**src/rtl/aoc_pkg.sv**
```systemverilog
// Package: shared types for the clamp offset calibrator.
// Assumes: nothing beyond standard SystemVerilog.
package aoc_pkg;

    // Direction of the one-step accumulator correction decided per window
    typedef enum logic [1:0] {
        ADJ_HOLD = 2'd0,
        ADJ_UP   = 2'd1,
        ADJ_DOWN = 2'd2
    } adj_e;

endpackage

```
**src/rtl/aoc_window_sampler.sv**
```systemverilog
// Module: aoc_window_sampler
// Tracks the clamp strobe of one channel. It holds the converter code seen in
// the most recent clamp-high cycle and flags the first cycle after the window
// closes.
// Assumes: clamp_i is synchronous to clk. A window is at least one cycle long.
module aoc_window_sampler #(
    parameter int CODE_W = 8
) (
    input  logic              clk,
    input  logic              rst_n,
    input  logic              clamp_i,
    input  logic [CODE_W-1:0] code_i,
    output logic              win_end_o,
    output logic [CODE_W-1:0] code_last_o
);

    logic              clamp_q;
    logic [CODE_W-1:0] code_q;

    // Register the strobe and capture the code while the clamp is high
    always_ff @(posedge clk) begin
        if (!rst_n) begin
            clamp_q <= 1'b0;
            code_q  <= '0;
        end else begin
            clamp_q <= clamp_i;
            if (clamp_i) begin
                code_q <= code_i;
            end
        end
    end

    // Falling edge of the clamp marks the single decision cycle
    always_comb begin
        win_end_o   = clamp_q & ~clamp_i;
        code_last_o = code_q;
    end


    win_end_no_repeat_chk: assert property (@(posedge clk) disable iff (!rst_n)
        win_end_o |=> !win_end_o);

endmodule

```
**src/rtl/aoc_target_cmp.sv**
```systemverilog
// Module: aoc_target_cmp
// Forms the effective target from the programmed field and the reference
// select, and decides the correction direction for one channel.
// Assumes: CODE_W >= 2. Midscale is half of the code range.
module aoc_target_cmp #(
    parameter int CODE_W = 8
) (
    input  logic              mid_i,
    input  logic [CODE_W-1:0] tgt_i,
    input  logic [CODE_W-1:0] code_i,
    output aoc_pkg::adj_e     adj_o
);

    localparam int MSB = CODE_W - 1;

    logic [CODE_W-1:0] eff_tgt;

    // Midscale reading treats the field as signed around half scale
    always_comb begin
        eff_tgt = {tgt_i[MSB] ^ mid_i, tgt_i[MSB-1:0]};
    end

    // Compare code against target: low -> raise offset, high -> lower it
    always_comb begin
        if (code_i < eff_tgt) begin
            adj_o = aoc_pkg::ADJ_UP;
        end else if (code_i > eff_tgt) begin
            adj_o = aoc_pkg::ADJ_DOWN;
        end else begin
            adj_o = aoc_pkg::ADJ_HOLD;
        end
    end

endmodule

```
**src/rtl/aoc_accum.sv**
```systemverilog
// Module: aoc_accum
// Saturating up/down offset accumulator of one channel. It moves by one LSB,
// only in a window-end cycle while enabled.
// Assumes: OFS_W >= 2, and 0 <= ACC_INIT <= 2**OFS_W-1.
module aoc_accum #(
    parameter int OFS_W    = 8,
    parameter int ACC_INIT = 0
) (
    input  logic             clk,
    input  logic             rst_n,
    input  logic             en_i,
    input  logic             win_end_i,
    input  aoc_pkg::adj_e    adj_i,
    output logic [OFS_W-1:0] acc_o
);

    localparam logic [OFS_W-1:0] ACC_MAX = '1;
    localparam logic [OFS_W-1:0] INIT_V  = OFS_W'(ACC_INIT);

    logic [OFS_W-1:0] acc_q;
    logic             pv_q;

    // Step the accumulator once per closed window, clipping at both rails
    always_ff @(posedge clk) begin
        if (!rst_n) begin
            acc_q <= INIT_V;
        end else if (en_i && win_end_i) begin
            case (adj_i)
                aoc_pkg::ADJ_UP:   if (acc_q != ACC_MAX) acc_q <= acc_q + 1'b1;
                aoc_pkg::ADJ_DOWN: if (acc_q != '0)      acc_q <= acc_q - 1'b1;
                default:           acc_q <= acc_q;
            endcase
        end
    end

    // Marks that at least one edge has passed since reset, for history checks
    always_ff @(posedge clk) begin
        if (!rst_n) pv_q <= 1'b0;
        else        pv_q <= 1'b1;
    end

    assign acc_o = acc_q;


    acc_hold_when_off_chk: assert property (@(posedge clk) disable iff (!rst_n)
        pv_q && !$past(en_i) |-> acc_q == $past(acc_q));


    acc_only_at_window_end_chk: assert property (@(posedge clk) disable iff (!rst_n)
        pv_q && !$past(win_end_i) |-> acc_q == $past(acc_q));


    acc_top_no_wrap_chk: assert property (@(posedge clk) disable iff (!rst_n)
        pv_q && $past(acc_q) == ACC_MAX |-> acc_q != '0);


    acc_bottom_no_wrap_chk: assert property (@(posedge clk) disable iff (!rst_n)
        pv_q && $past(acc_q) == '0 |-> acc_q != ACC_MAX);


    acc_hold_on_match_chk: assert property (@(posedge clk) disable iff (!rst_n)
        pv_q && $past(adj_i) == aoc_pkg::ADJ_HOLD |-> acc_q == $past(acc_q));

endmodule

```
**src/rtl/aoc_trim_sum.sv**
```systemverilog
// Module: aoc_trim_sum
// Builds the registered offset word of one channel. When enabled, the word is
// the saturated sum of accumulator and signed trim. When disabled, it is the
// programmed field passed through.
// Assumes: OFS_W >= CODE_W and TRIM_W <= OFS_W + 1.
module aoc_trim_sum #(
    parameter int CODE_W = 8,
    parameter int OFS_W  = 8,
    parameter int TRIM_W = 7
) (
    input  logic              clk,
    input  logic              rst_n,
    input  logic              en_i,
    input  logic [OFS_W-1:0]  acc_i,
    input  logic [TRIM_W-1:0] trim_i,
    input  logic [CODE_W-1:0] tgt_i,
    output logic [OFS_W-1:0]  ofs_o
);

    localparam int SW = OFS_W + 2;
    localparam logic signed [SW-1:0] MAX_S = SW'((64'd1 << OFS_W) - 64'd1);

    logic signed [SW-1:0] acc_x;
    logic signed [SW-1:0] trim_x;
    logic signed [SW-1:0] sum_x;
    logic [OFS_W-1:0]     sum_sat;
    logic [OFS_W-1:0]     ofs_q;
    logic                 pv_q;

    // Widen both operands and clip the sum into the offset range
    always_comb begin
        acc_x  = signed'({2'b00, acc_i});
        trim_x = SW'($signed(trim_i));
        sum_x  = acc_x + trim_x;
        if (sum_x < 0) begin
            sum_sat = '0;
        end else if (sum_x > MAX_S) begin
            sum_sat = '1;
        end else begin
            sum_sat = sum_x[OFS_W-1:0];
        end
    end

    // Register the offset word: loop result or raw programmed field
    always_ff @(posedge clk) begin
        if (!rst_n) begin
            ofs_q <= '0;
        end else if (en_i) begin
            ofs_q <= sum_sat;
        end else begin
            ofs_q <= OFS_W'(tgt_i);
        end
    end

    // Marks that at least one edge has passed since reset, for history checks
    always_ff @(posedge clk) begin
        if (!rst_n) pv_q <= 1'b0;
        else        pv_q <= 1'b1;
    end

    assign ofs_o = ofs_q;


    ofs_bypass_chk: assert property (@(posedge clk) disable iff (!rst_n)
        pv_q && !$past(en_i) |-> ofs_o == OFS_W'($past(tgt_i)));


    ofs_trim_up_chk: assert property (@(posedge clk) disable iff (!rst_n)
        pv_q && $past(en_i) && !$past(trim_i[TRIM_W-1]) |-> ofs_o >= $past(acc_i));


    ofs_trim_down_chk: assert property (@(posedge clk) disable iff (!rst_n)
        pv_q && $past(en_i) && $past(trim_i[TRIM_W-1]) |-> ofs_o <= $past(acc_i));

endmodule

```
**src/rtl/aoc_offset_loop.sv**
```systemverilog
// Module: aoc_offset_loop (top)
// NCH independent clamp offset calibration loops. Each channel samples its
// code at clamp end, steps a saturating accumulator toward the target, and
// outputs accumulator + trim (or the raw field when disabled).
// Assumes: all inputs synchronous to clk. Buses are packed per channel, with
// channel c in slice [c*W +: W].
module aoc_offset_loop #(
    parameter int NCH      = 3,
    parameter int CODE_W   = 8,
    parameter int OFS_W    = 8,
    parameter int TRIM_W   = 7,
    parameter int ACC_INIT = 0
) (
    input  logic                     clk,
    input  logic                     rst_n,
    input  logic [NCH-1:0]           en_i,
    input  logic [NCH-1:0]           clamp_i,
    input  logic [NCH*CODE_W-1:0]    code_i,
    input  logic [NCH*CODE_W-1:0]    tgt_i,
    input  logic [NCH*TRIM_W-1:0]    trim_i,
    input  logic [NCH-1:0]           mid_i,
    output logic [NCH*OFS_W-1:0]     ofs_o
);

    // One complete loop per channel, no shared state between channels
    for (genvar c = 0; c < NCH; c++) begin : g_ch
        logic                win_end;
        logic [CODE_W-1:0]   code_last;
        aoc_pkg::adj_e       adj;
        logic [OFS_W-1:0]    acc;

        aoc_window_sampler #(.CODE_W(CODE_W)) u_win (
            .clk         (clk),
            .rst_n       (rst_n),
            .clamp_i     (clamp_i[c]),
            .code_i      (code_i[c*CODE_W +: CODE_W]),
            .win_end_o   (win_end),
            .code_last_o (code_last)
        );

        aoc_target_cmp #(.CODE_W(CODE_W)) u_cmp (
            .mid_i  (mid_i[c]),
            .tgt_i  (tgt_i[c*CODE_W +: CODE_W]),
            .code_i (code_last),
            .adj_o  (adj)
        );

        aoc_accum #(.OFS_W(OFS_W), .ACC_INIT(ACC_INIT)) u_acc (
            .clk       (clk),
            .rst_n     (rst_n),
            .en_i      (en_i[c]),
            .win_end_i (win_end),
            .adj_i     (adj),
            .acc_o     (acc)
        );

        aoc_trim_sum #(.CODE_W(CODE_W), .OFS_W(OFS_W), .TRIM_W(TRIM_W)) u_sum (
            .clk    (clk),
            .rst_n  (rst_n),
            .en_i   (en_i[c]),
            .acc_i  (acc),
            .trim_i (trim_i[c*TRIM_W +: TRIM_W]),
            .tgt_i  (tgt_i[c*CODE_W +: CODE_W]),
            .ofs_o  (ofs_o[c*OFS_W +: OFS_W])
        );
    end

endmodule

```
**config.mk**
```make
export PLATFORM = sky130hd
export DESIGN_NAME = aoc_offset_loop
export DESIGN_NICKNAME = d
export VERILOG_FILES = /design/src/rtl/aoc_pkg.sv /design/src/rtl/aoc_window_sampler.sv /design/src/rtl/aoc_target_cmp.sv /design/src/rtl/aoc_accum.sv /design/src/rtl/aoc_trim_sum.sv /design/src/rtl/aoc_offset_loop.sv
export SDC_FILE = /design/constraint.sdc
export NUM_CORES = 1
export LEC_CHECK = 0
export ABC_AREA = 1
export ABC_CLOCK_PERIOD_IN_PS = 2100
export BUFFER_PORTS_ARGS = -buffer_cell sky130_fd_sc_hd__buf_2
export CAP_MARGIN = 20
export CELL_PAD_IN_SITES_DETAIL_PLACEMENT = 0
export CELL_PAD_IN_SITES_GLOBAL_PLACEMENT = 1
export CORE_ASPECT_RATIO = 0.6
export CORE_MARGIN = 5
export CORE_UTILIZATION = 37
export CTS_CLUSTER_SIZE = 24
export DETAILED_ROUTE_END_ITERATION = 8
export PLACE_DENSITY = 0.8
export SYNTH_ARGS = -nofsm -noshare
export SYNTH_HDL_FRONTEND = slang
export SYNTH_HIERARCHICAL = 1
export SYNTH_SLANG_ARGS = --single-unit
export TNS_END_PERCENT = 50
```
**constraint.sdc**
```tcl
create_clock -name clk -period 2.1 [get_ports clk]
set_clock_uncertainty 0.05 [all_clocks]
set_input_delay 0.21 -clock clk [delete_from_list [all_inputs] [get_ports clk]]
set_output_delay 0.21 -clock clk [all_outputs]
set_load 0.1 [all_outputs]
```
; Word level (Yosys, flattened, before mapping)
; Cells that the tools add are included.
[op_classes]
mux = 24
n_eq_ne = 15
addsub = 9
reduce_logical = 12
n_lt_le_gt_ge = 12
bitwise_logic = 9
[ops]
columns = operator, count
row1 = two-way mux 8 bit, 15
row2 = one-hot mux 8 bit (2 select lines), 3
row3 = adder 9 x 7 -> 10 bit, 3
row4 = greater-than comparator 10 x 9 -> 1 bit (second input constant), 3
row5 = < comparator 10 x 1 -> 1 bit (second input constant), 3
row6 = adder 8 x 1 -> 8 bit (second input constant), 3
row7 = greater-than comparator 8 bit, 3
row8 = < comparator 8 bit, 3
row9 = inequality test 8 bit (second input constant), 3
row10 = nonzero test 8 bit, 3
row11 = subtractor 8 x 1 -> 8 bit (second input constant), 3
row12 = two-way mux 2 bit, 6
row13 = inequality test 2 x 1 -> 1 bit (second input constant), 6
row14 = AND reduction 4 bit, 3
row15 = equality test 2 x 1 -> 1 bit (second input constant), 3
row16 = equality test 2 bit (second input constant), 3
row17 = nonzero test 2 bit, 3
row18 = AND 1 bit, 3
row19 = logical AND 1 bit, 3
row20 = NOT 1 bit, 3
row21 = XOR 1 bit, 3
[totals]
register_bits = 75
elab_cells = 93

; Depth between registers and ports, before layout
; Gate-level depths: netlist of the first run.
[depth]
ltp_word = 7
depth_mapped = 23
depth_no_buf = 23

; Modules after synthesis
; The synthesis of the first run kept the hierarchy.
[by_module_without_submodules]
columns = mod, cells_each, area_per_inst_um2, seq_area_each_um2, instances
row1 = aoc_trim_sum, 119, 785.8, 160.2, 3
row2 = aoc_accum, 123, 753.2, 160.2, 3
row3 = aoc_window_sampler, 56, 381.6, 180.2, 3
row4 = aoc_target_cmp, 38, 231.5, 0.0, 3

; Worst setup path after synthesis of the first run
; Ideal clock, no wire load.
[synth_timing]
path_type = input-to-reg
from = input port tgt_i[7]
to = register g_ch[0].u_acc.acc_q[2]
path_buffers = 0
required_time_ns = 1.931
setup_slack_ns = -0.126
t_arrival_ns = 2.056
stages = 17
cell_sequence = xnor2_1 > ha_1 > a21o_1 > nor2_1 > and2_1 > inv_4 > nand2_8 > nand2_1 > nand2_1 > inv_1 > ha_1 > inv_1 > nand2_1 > a21oi_1 > nor2_1 > o21ai_0 > a21oi_1
[synth_lines]
columns = item, line_no
row1 = "start, declared", aoc_offset_loop.sv:19  ; input logic [NCH*CODE_W-1:0] tgt_i,
row2 = XOR 1 bit *, aoc_target_cmp.sv:20  ; eff_tgt = {tgt_i[MSB] ^ mid_i, tgt_i[MSB-1:0]};
row3 = < comparator 8 bit *, aoc_target_cmp.sv:25  ; if (code_i < eff_tgt) begin
row4 = two-way mux 2 bit *, aoc_target_cmp.sv:25
row5 = via g_ch[0].adj[0], aoc_offset_loop.sv:29  ; aoc_pkg::adj_e adj;
row6 = equality test 2 bit or equality test 2 x 1 -> 1 bit (tied branches), aoc_accum.sv:28  ; case (adj_i)
row7 = inequality test 2 x 1 -> 1 bit (no source line) or nonzero test 2 bit (tied branches), n/a
row8 = AND reduction 4 bit (no source line), n/a
row9 = "end signal, assigned", aoc_accum.sv:29  ; aoc_pkg::ADJ_UP: if (acc_q != ACC_MAX) acc_q <= acc_q + 1'b1;
row10 = "end signal, assigned", aoc_accum.sv:30  ; aoc_pkg::ADJ_DOWN: if (acc_q != '0) acc_q <= acc_q - 1'b1;
row11 = "end signal, assigned", aoc_accum.sv:31  ; default: acc_q <= acc_q;
row12 = "end, declared", aoc_accum.sv:20  ; logic [OFS_W-1:0] acc_q;
; The timed path passes the listed nets; every way through them passes the cells marked *.
; A chain may end at the register's enable or synchronous reset.

; Worst setup path after layout of the first run
[layout_timing]
from = register g_ch[1].u_win.code_q[1]
to = register g_ch[1].u_acc.acc_q[7]
[layout_via]
elab_chain_cells = 6
[layout_lines]
columns = item, line_no
row1 = "start, declared", aoc_window_sampler.sv:18  ; logic [CODE_W-1:0] code_q;
row2 = "start signal, assigned", aoc_window_sampler.sv:28  ; code_q <= code_i;
row3 = greater-than comparator 8 bit, aoc_target_cmp.sv:27  ; end else if (code_i > eff_tgt) begin
row4 = two-way mux 2 bit, aoc_target_cmp.sv:27
row5 = two-way mux 2 bit *, aoc_target_cmp.sv:25
row6 = via g_ch[1].adj[1], aoc_offset_loop.sv:29
row7 = equality test 2 bit or equality test 2 x 1 -> 1 bit (tied branches), aoc_accum.sv:28
row8 = inequality test 2 x 1 -> 1 bit (no source line) or nonzero test 2 bit (tied branches), n/a
row9 = AND reduction 4 bit (no source line), n/a
row10 = "end signal, assigned", aoc_accum.sv:29
row11 = "end signal, assigned", aoc_accum.sv:30
row12 = "end signal, assigned", aoc_accum.sv:31
row13 = "end, declared", aoc_accum.sv:20
; Marked as above.

==> results_dict.tcl, run 1 <==
set metrics [dict create \
    drtAntennaViolNets 0 \
    met1_usage 0.298 \
    yosysTopAreaCell "dfxtp_1" \
    hp-class "primary input to register" \
    die_y_um 112 \
    setup_ws_ns -0.202 \
    synth_compound_area_frac 0.0971 \
    ys_seq_area_frac 0.233 \
    cp_common_cell "nand2_2" \
    finalCritPeriodShare 1.10 \
    routed_wl_um 19700 \
    drt_first_iter_violations 351 \
    preCtsSetupSlack_ns -0.426 \
    clockBufferDepth 2 \
    core_mm2 0.0171 \
    firstDrtPassIters 5 \
    power_density_mw_per_mm2 560 \
    cp_data_arrival_time_ns 2.54 \
    via_count 6764 \
    regArea_mm2 0.00153 \
    ys_top_cells_by_count "321 x nand2_1, 156 x inv_1, 102 x nor2_1" \
    crit_type "register to register" \
    filler_cell_count 1685 \
    required_ns 2.34 \
    numCtsBuffers 9 \
    synthMuxAreaShare 0 \
    start_kind "register" \
    p_total_mw 5.17 \
    async_flop_share 0 \
    fp.dieW_um 181 \
    netlist.area_leader.share 0.233 \
    grt_pass1_vias 6187 \
    slowest_delay_ns 0.34 \
    hpwlAfterDp_um 14900 \
    syn-num-nets 1145 \
    routedWlPerCell_um 13.5 \
    synth-xor-area-share 0.0366 \
    worstPathMaxFanout 6 \
    avgSynthCellArea_um2 6.40 \
    io-pin-count 104 \
    max_cap_violations 0 \
    outcome "finished with violations" \
    drive_gt1_frac 0.406 \
    netlist_area_mm2 0.00646 \
    antenna_found_initial 0 \
    synth_fa_ha_area_frac 0.114 \
    setup_viol 23 \
    die_area_mm2 0.0203 \
    grt_pass1_wl_um 31100 \
    leakagePower_nw 4.70 \
    synth-main-ff-cell "dfxtp_1" \
    yosys.area_share.simple 0.396 \
    cpMaxStageDelayCell "dfxtp_2" \
    track_usage 0.185 \
    ys_types 34 \
    yosysMostFrequentCell "nand2_1" \
    synth_seq_cells 75 \
    layout_min_cycle_time_ns 2.30 \
    root_buffer "clkbuf_16" \
    n_antenna_cell 0 \
    cts_hold_buffers 0 \
    nets 1355 \
    worst_pin_slew_ns 0.595 \
    clkTransAtPathRegs_ns 0.07 \
    via_per_inst 4.64 \
    clk_latency_ns 0.34 \
    port_buffers 103 \
    violations "negative setup slack" \
    grt_max_degree 24 \
    grt_overflow 0 \
    end_kind "register" \
    synth_edf_count 0 \
    start_util 0.377 \
    rows 37 \
    met3_usage 0.0356 \
    synth_top_family_by_area "simple AND/OR/NAND/NOR gates" \
    ir_drop_mv 0.406 \
    synthToLayoutAreaGrowth_pct 43.0 \
    slew_viol_final 0 \
    rsz0062_at_grt "true" \
    hold_violations 0 \
    multi_input_area_mm2 0.00497 \
    synth.area.top_cells "dfxtp_1 23%, nand2_1 19%, ha_1 10%" \
    grt_busiest_layer "met1" \
    cpLargestDelayFamily "simple AND/OR/NAND/NOR gates" \
    drcViolationCount 0 \
    worstPathBufferInverterCount 4 \
    netlist_instances 1008 \
    yosysWarnings 6 \
    clock_sinks 75 \
    max-slew-margin-rel 0.603 \
    met2_usage 0.253 \
    max_freq_mhz 434 \
    path_cells "ha_4 -> nand2_4 -> nand2_2 -> nand2_1 -> nand2_1 -> nand2_2 -> a21oi_2 -> buf_6 -> buf_6 -> inv_4 -> nor2_4 -> nand2_2 -> nand2_2 -> nand2_2 -> nor2_2 -> nand2_2 -> nand2_1 -> nand2_1 -> nand3_2 -> nand2_1 -> inv_1" \
    cts.htree.levels 3 \
    reg2reg_slack_ns -0.20 \
    post-route-util 0.539 \
    gp_congestion 0.881 \
    cts_tree "built" \
]
[layout make-up]
| class | count | area share |
|---|---|---|
| clock buffers | 9 | 0.0244 |
| clock inverters | 7 | 0.0134 |
| inverters | 171 | 0.0736 |
| multi-input cells | 750 | 0.538 |
| flip-flops and latches | 75 | 0.166 |
| well taps | 234 | 0.0317 |
| repair buffers | 209 | 0.151 |
| repair inverters | 2 | 0.00108 |
[timing repair]
action,CTS,global route
gates resized for setup,92,131
gates cloned,2,0
pin swaps,64,73
setup buffers,6,19
endpoints found under the setup margin,25,48
[placed cells by master (no fill, tap or decap), types with 4 or more instances in the layout]
master and instances:
nand2_4 11, nor2_4 8, nand2_2 69, ha_1 25, clkbuf_16 9, buf_4 88
nand3_1 25, nand3_4 7, xor2_1 12, buf_6 16, nor2_1 91, nand3_2 34
o21ai_0 9, dfxtp_1 51, inv_4 7, nand2_1 271, ha_4 26, nor3_1 6
a21oi_2 16, o21ai_1 8, nor2_2 12, a21oi_1 62, buf_2 103, dfxtp_2 23
inv_2 22, inv_6 4, o21ai_2 7, xnor2_1 14, inv_1 140
[state kept, by name (all words and copies together) (netlist names)]
name	flops
g_ch.u_win/code_last_o	24
g_ch.u_sum/ofs_o	24
g_ch.u_win/clamp_q	3
g_ch.u_acc/acc_o	24
[routing by layer]
layer	part of all wire	wire [µm]	vias to the layer above
met4	0.0055	108	0
met2	0.39	7750	189
met5	0	0	-
met3	0.063	1240	13
met1	0.54	10600	3018
li1	-	-	3544
[stage by stage]
step / hold WS (ns) / TNS (ns) / instances / cell area (µm²)
global placement: 0.411 / -6.62 / 1415 / 7820
detailed placement: 0.415 / -7.11 / 1415 / 7820
global route: 0.0857 / -6.30 / 1457 / 9230
CTS: 0.0771 / -2.03 / 1439 / 8620
floorplan: 0.298 / -0.450 / 1008 / 6510
finish: 0.0924 / -3.14 / 1457 / 9230
[tightest hold or removal path: cells and delay by family]
kind,cells,cell delay (ns)
buf+inv,1,0.11
compound gates,1,0.06
simple gates,1,0.06
[cell families (layout without fill, tap and decap cells)]
kind of cell	after synthesis	count (layout)
simple gates	552	552
compound gates	114	114
flops	75	75
buf+inv	183	398
fa+ha+maj	57	57
xor+xnor	27	27
[final timing paths]
kind                                        to  cells past startpoint                          from
hold / removal          g_ch[1].u_sum/ofs_o[5]                      3                     tgt_i[13]
hold reg to reg   g_ch[1].u_win/code_last_o[0]                      2  g_ch[1].u_win/code_last_o[0]
setup / recovery        g_ch[1].u_acc/acc_o[7]                     21  g_ch[1].u_win/code_last_o[1]
setup reg to reg        g_ch[1].u_acc/acc_o[7]                     21  g_ch[1].u_win/code_last_o[1]
[report_power, final]
part	switching, mW	total [mW]	internal [mW]	leakage, nW
combinational	1.08	1.77	0.685	3.91
sequential	0.0604	1.57	1.51	0.625
clock	0.655	1.83	1.17	0.167
total	1.80	5.17	3.37	4.70
Note: power is estimated with default switching activity, not from simulation.
==> inputs of run 2 (changes only) <==
--- a/config.mk
+++ b/config.mk
@@ -17,6 +17,7 @@
 export CTS_CLUSTER_SIZE = 24
 export DETAILED_ROUTE_END_ITERATION = 8
 export PLACE_DENSITY = 0.8
+export SKIP_LAST_GASP = 1
 export SYNTH_ARGS = -nofsm -noshare
 export SYNTH_HDL_FRONTEND = slang
 export SYNTH_HIERARCHICAL = 1
==> run 2 against run 1 <==
Compared with the run above: the run still ends with negative setup slack left; final cell count is the same; wire length is 0.91% lower; highest routed layer unchanged; count of clock-buffer cells in the layout did not move; clock power is essentially flat; core utilization shrank 0.20 points; critical endpoint is now g_ch[0].u_acc/acc_o[1]; final area decreased by 0.37%.
==> results_dict.tcl, run 2 (synthesis gave the netlist of run 1 again) <==
set metrics [dict create \
    outcome "finished with violations" \
    violations "negative setup slack" \
    core_mm2 0.0171 \
    hold_violations 0 \
    cp_data_arrival_time_ns 2.48 \
    dp.cells 1415 \
    hpwlAfterDp_um 14900 \
    rows 37 \
    rsz0062_at_grt "true" \
    start_kind "register" \
    ir_drop_mv 0.406 \
    p_total_mw 5.16 \
    stdcell_count 1457 \
    gp_congestion 0.881 \
    drt_first_iter_violations 378 \
    filler_cell_count 1692 \
    final_cell_mix "279 x nand2_1, 142 x inv_1, 103 x buf_2" \
    cp-endpoint "g_ch[0].u_acc/acc_o[1]" \
    crit_type "register to register" \
    startpoint "g_ch[0].u_win/code_last_o[6]" \
    setup_ws_ns -0.216 \
    clockBufferDepth 2 \
    antenna_found_initial 0 \
    end_kind "register" \
    layout_min_cycle_time_ns 2.32 \
    layout_commonest_cell "nand2_1" \
    grt_pass1_vias 6170 \
    grt_pass1_wl_um 31000 \
    routedWlPerCell_um 13.4 \
    r2r_end "g_ch[0].u_acc/acc_o[1]" \
    post-route-util 0.537 \
    cts_hold_buffers 0 \
    grt_max_degree 24 \
    reg2reg_slack_ns -0.22 \
    numCtsBuffers 9 \
    hp-class "primary input to register" \
    die_y_um 112 \
    clock_sinks 75 \
    required_ns 2.27 \
    routed_wl_um 19500 \
    grt_overflow 0 \
    setup_viol 25 \
    via_per_inst 4.64 \
    fp.dieW_um 181 \
    via_count 6760 \
    nets 1355 \
    cts.htree.levels 3 \
    io-pin-count 104 \
    clk_latency_ns 0.34 \
    die_area_mm2 0.0203 \
    max_freq_mhz 432 \
    slew_viol_final 0 \
    track_usage 0.184 \
    reg2reg_depth 15 \
    worstPathMaxFanout 5 \
    clkTransAtPathRegs_ns 0.06 \
    worst_pin_slew_ns 0.558 \
    final.setup.tns_ns -3.49 \
    max_cap_violations 0 \
    synthToLayoutAreaGrowth_pct 42.5 \
    port_buffers 103 \
    power_density_mw_per_mm2 561 \
    r2r-start "g_ch[0].u_win/code_last_o[6]" \
    drive_gt1_frac 0.385 \
    leakagePower_nw 4.71 \
    max-slew-margin-rel 0.628 \
    start_util 0.377 \
    drcViolationCount 0 \
    drtAntennaViolNets 0 \
    preCtsSetupSlack_ns -0.426 \
    finalCritPeriodShare 1.10 \
    n_antenna_cell 0 \
    root_buffer "clkbuf_16" \
    cts_tree "built" \
    firstDrtPassIters 6 \
]
[run 2: cell type report]
class | instances | area (µm²) | share of cell area
Timing Repair inverter | 2 | 10.0 | 0.00109
Clock buffer | 9 | 225 | 0.0245
Tap cell | 234 | 293 | 0.0318
Timing Repair Buffer | 209 | 1430 | 0.155
Clock inverter | 7 | 124 | 0.0135
Multi-Input combinational cell | 750 | 4910 | 0.534
Inverter | 171 | 677 | 0.0736
Sequential cell | 75 | 1530 | 0.166
[run 2: metrics by stage]
stage               hold WS (ns)  instance area [µm²]
floorplan                  0.298                 6510
global placement           0.411                 7820
detailed placement         0.415                 7820
CTS                       0.0771                 8610
global route              0.0857                 9200
finish                    0.0928                 9200
[run 2: layer usage]
| metal | share of wire | vias up | track usage | wire length [µm] |
|---|---|---|---|---|
| met5 | 0 | - | 0 | 0 |
| met4 | 0.0069 | 0 | 0.0287 | 135 |
| met3 | 0.060 | 13 | 0.0356 | 1170 |
| met2 | 0.40 | 198 | 0.251 | 7720 |
| met1 | 0.54 | 3007 | 0.298 | 10500 |
| li1 | - | 3542 | - | - |
[run 2: worst min-delay path by stage]
stage / from / cells past startpoint / endpoint / slack [ns]
4_1_cts: tgt_i[13] / 3 / g_ch[1].u_sum/ofs_o[5] / 0.08
2_1_floorplan: rst_n / 2 / g_ch[0].u_acc/acc_o[0] / 0.30
5_1_grt: tgt_i[13] / 3 / g_ch[1].u_sum/ofs_o[5] / 0.09
3_5_place_dp: g_ch[1].u_win/code_last_o[0] / 2 / g_ch[1].u_win/code_last_o[0] / 0.42
6_report: tgt_i[13] / 3 / g_ch[1].u_sum/ofs_o[5] / 0.09
3_3_place_gp: g_ch[1].u_win/code_last_o[0] / 2 / g_ch[1].u_win/code_last_o[0] / 0.41
[run 2: worst max-delay path: stages (launching register included)]
cell and delay, ns:
dfxtp_2 0.33, ha_4 0.27, nand2_4 0.06, nor2_4 0.13, nand3_2 0.09, nor2_2 0.13, a21oi_2 0.05, buf_6 0.14
buf_6 0.12, nand3b_1 0.12, inv_1 0.06, nand3_2 0.09, nand3_4 0.12, buf_4 0.17, o21ai_0 0.18, a21oi_1 0.07
[run 2: power by group]
part | switching (mW) | leakage (nW) | internal, mW | total [mW]
Combinational | 1.08 | 3.91 | 0.685 | 1.76
Clock | 0.651 | 0.167 | 1.17 | 1.82
Sequential | 0.0596 | 0.625 | 1.51 | 1.57
[run 2: timing repair]
item                                    CTS  global route
resized for setup                        87           110
pin swaps                                57            66
gates cloned                              2             0
endpoints found under the setup margin   25            48
setup buffers                             6            20
==> inputs of run 3 (changes only) <==
--- a/config.mk
+++ b/config.mk
@@ -6,20 +6,19 @@
 export NUM_CORES = 1
 export LEC_CHECK = 0
 export ABC_AREA = 1
-export ABC_CLOCK_PERIOD_IN_PS = 2100
+export ABC_CLOCK_PERIOD_IN_PS = 2000
 export BUFFER_PORTS_ARGS = -buffer_cell sky130_fd_sc_hd__buf_2
 export CAP_MARGIN = 20
 export CELL_PAD_IN_SITES_DETAIL_PLACEMENT = 0
 export CELL_PAD_IN_SITES_GLOBAL_PLACEMENT = 1
 export CORE_ASPECT_RATIO = 0.6
 export CORE_MARGIN = 5
-export CORE_UTILIZATION = 37
+export CORE_UTILIZATION = 36
 export CTS_CLUSTER_SIZE = 24
 export DETAILED_ROUTE_END_ITERATION = 8
-export PLACE_DENSITY = 0.8
+export PLACE_DENSITY = 0.79
 export SKIP_LAST_GASP = 1
 export SYNTH_ARGS = -nofsm -noshare
 export SYNTH_HDL_FRONTEND = slang
-export SYNTH_HIERARCHICAL = 1
 export SYNTH_SLANG_ARGS = --single-unit
 export TNS_END_PERCENT = 50
==> constraint.sdc (replaced) <==
create_clock -name clk -period 2 [get_ports clk]
set_clock_uncertainty 0.05 [all_clocks]
set_input_delay 0.2 -clock clk [delete_from_list [all_inputs] [get_ports clk]]
set_output_delay 0.2 -clock clk [all_outputs]
set_load 0.1 [all_outputs]
==> run 3 against run 2 <==
Compared with the run above: the run still ends with negative setup slack left; count of clock-buffer cells in the layout did not move; sequential cell count stayed put; synthesized cell count shrank 15%; core utilization is 2.4 points higher; via count decreased by 9.5%; fmax fell by 1.9%; global-route usage grew 1.2 points; sequential power increased by 4%; wire length shrank 3.6%; final area down 5.5%; sequential share of layout area is 0.97 points higher.
==> results_dict.tcl, run 3 <==
set metrics [dict create \
    grt_overflow 0 \
    clockBufferDepth 2 \
    netlist.area_leader.share 0.261 \
    hold_path_end "g_ch[1].u_win.code_last_o[6]" \
    yosysWarnings 0 \
    leakagePower_nw 4.36 \
    worst_pin_slew_ns 0.628 \
    final_cell_mix "186 x nand2_1, 118 x nor2_1, 114 x buf_4" \
    drive_gt1_frac 0.399 \
    ir_drop_mv 0.415 \
    cts.htree.levels 3 \
    netlist_instances 852 \
    ys_types 31 \
    setup_ws_ns -0.361 \
    die_area_mm2 0.0187 \
    drcViolationCount 0 \
    hp-class "primary input to register" \
    setup_viol 27 \
    design_area_mm2 0.00869 \
    root_buffer "clkbuf_16" \
    cpMaxStageDelayCell "fa_2" \
    numCtsBuffers 9 \
    final.setup.tns_ns -4.77 \
    reg2reg_depth 14 \
    synth_compound_area_frac 0.131 \
    power_density_mw_per_mm2 596 \
    path_cells "ha_4 -> nand2_1 -> a21oi_2 -> nor2_2 -> nand2_2 -> nand2_4 -> buf_4 -> fa_2 -> inv_2 -> nand4_1 -> o211ai_1 -> xor2_1 -> o21ai_1 -> nor2_1" \
    synth-xor-area-share 0.0487 \
    worstPathMaxFanout 4 \
    grt_pass1_wl_um 30000 \
    start_util 0.371 \
    synth_seq_cells 75 \
    hpwlAfterDp_um 14400 \
    yosys.area_share.simple 0.311 \
    clk_latency_ns 0.34 \
    worstPathBufferInverterCount 2 \
    synth_edf_count 0 \
    cp_data_arrival_time_ns 2.59 \
    place_area_mm2 0.00753 \
    via_count 6119 \
    nets 1238 \
    gp_congestion 0.866 \
    p_total_mw 5.18 \
    yosysMostFrequentCell "nand2_1" \
    required_ns 2.23 \
    grt_max_degree 31 \
    synth_top_family_by_area "simple AND/OR/NAND/NOR gates" \
    drt_first_iter_violations 370 \
    reg2reg_slack_ns -0.36 \
    rows 35 \
    violations "negative setup slack" \
    r2r-start "g_ch[1].u_win.code_last_o[5]" \
    cpLargestDelayFamily "adder cells" \
    synth.area.top_cells "dfxtp_1 26%, ha_1 15%, nand2_1 14%" \
    drtAntennaViolNets 0 \
    outcome "finished with violations" \
    clock_sinks 75 \
    hold_path_startpoint "code_i[14]" \
    yosysTopAreaCell "dfxtp_1" \
    track_usage 0.196 \
    routed_wl_um 18800 \
    finalCritPeriodShare 1.18 \
    n_antenna_cell 0 \
    ys_seq_area_frac 0.261 \
    via_per_inst 4.74 \
    netlist_area_mm2 0.00575 \
    antenna_found_initial 0 \
    port_buffers 103 \
    layout_min_cycle_time_ns 2.36 \
    ys_top_cells_by_count "213 x nand2_1, 123 x nor2_1, 93 x inv_1" \
    synthMuxAreaShare 0 \
    syn-num-nets 1007 \
    holdWs_ns 0.0264 \
    r2r_end "g_ch[1].u_acc.acc_o[6]" \
    end_kind "register" \
    synth-main-ff-cell "dfxtp_1" \
    hold_violations 0 \
    grt_pass1_vias 5856 \
    fp.dieW_um 173 \
    die_y_um 108 \
    routedWlPerCell_um 14.6 \
    io-pin-count 104 \
    max_cap_violations 0 \
    start_kind "register" \
    post-route-util 0.561 \
    crit_type "register to register" \
    avgSynthCellArea_um2 6.75 \
    slew_viol_final 0 \
    cts_tree "built" \
    synth_fa_ha_area_frac 0.171 \
    firstDrtPassIters 5 \
    max_freq_mhz 423 \
    async_flop_share 0 \
    slowest_delay_ns 0.37 \
    holdPathStages 3 \
    synthToLayoutAreaGrowth_pct 51.2 \
    rsz0062_at_grt "true" \
    core_mm2 0.0155 \
    max-slew-margin-rel 0.581 \
    layout_commonest_cell "nand2_1" \
    clkTransAtPathRegs_ns 0.07 \
]
run 3: cell types whose count changed after synthesis, sizes merged, moves of 29 or more:
cell   previous run  this run
o21ai            24        53
nand3            66        34
inv             171       105
nand2           354       232
run 3: power breakdown:
group          total (mW)  internal, mW  switching, mW
Sequential           1.64          1.59         0.0518
Clock                1.64         0.875          0.765
Combinational        1.91         0.788           1.12
run 3: logic make-up (layout without fill, tap and decap cells):
| family | count (synthesis) | in the layout |
|---|---|---|
| buffers and inverters | 118 | 352 |
| flip-flops | 75 | 75 |
| adder cells (fa/ha/maj) | 75 | 75 |
| AND/OR/NAND/NOR | 418 | 420 |
| AO/OA/AOI/OAI | 134 | 134 |
| XOR/XNOR | 32 | 32 |
run 3: how the worst max path moves through the flow:
stage / from / endpoint / slack, ns / cells past startpoint
6_report: g_ch[1].u_win.code_last_o[5] / g_ch[1].u_acc.acc_o[6] / -0.36 / 14
4_1_cts: g_ch[1].u_win.code_last_o[5] / g_ch[1].u_acc.acc_o[7] / -0.34 / 15
3_5_place_dp: tgt_i[7] / g_ch[0].u_acc.acc_o[7] / -0.62 / 17
3_3_place_gp: tgt_i[7] / g_ch[0].u_acc.acc_o[7] / -0.54 / 17
5_1_grt: g_ch[1].u_win.code_last_o[4] / g_ch[1].u_acc.acc_o[7] / -0.51 / 15
2_1_floorplan: tgt_i[7] / g_ch[0].u_acc.acc_o[7] / -0.24 / 16
run 3: layout make-up:
| class | count | area [µm²] |
|---|---|---|
| Inverter | 108 | 433 |
| Clock buffer | 9 | 225 |
| Clock inverter | 7 | 70.1 |
| Sequential cell | 75 | 1530 |
| Tap cell | 203 | 254 |
| Multi-Input combinational cell | 661 | 4680 |
| Fill cell | 1487 | 6810 |
| Timing Repair Buffer | 228 | 1500 |
run 3: layer usage:
metal  track usage  wire length [µm]  vias up
li1              -                 -     3214
met1         0.302             10100     2734
met2         0.279              7350      163
met3        0.0495              1290        8
met4        0.0256                83        0
met5             0                 0        -
run 3: stage by stage:
step,instances,setup slack [ns]
after detailed placement,1258,-0.622
after global placement,1258,-0.542
after CTS,1285,-0.338
after floorplan,852,-0.241
final,1291,-0.361
after global routing,1291,-0.510
run 3: timing repair:
action | 4_1_cts | 5_1_grt
gates cloned | 0 | 2
gates resized for setup | 92 | 71
endpoints found under the setup margin | 40 | 48
buffers inserted | 12 | 9
pin swaps | 73 | 54
hold buffers | 0 | 0
run 3: worst reg2reg max path, stage by stage (launching register included):
cell,delay [ns]
dfxtp_2,0.34
ha_4,0.28
nand2_1,0.07
a21oi_2,0.15
nor2_2,0.07
nand2_2,0.10
nand2_4,0.09
buf_4,0.15
fa_2,0.37
inv_2,0.07
nand4_1,0.09
o211ai_1,0.15
xor2_1,0.17
o21ai_1,0.08
nor2_1,0.08
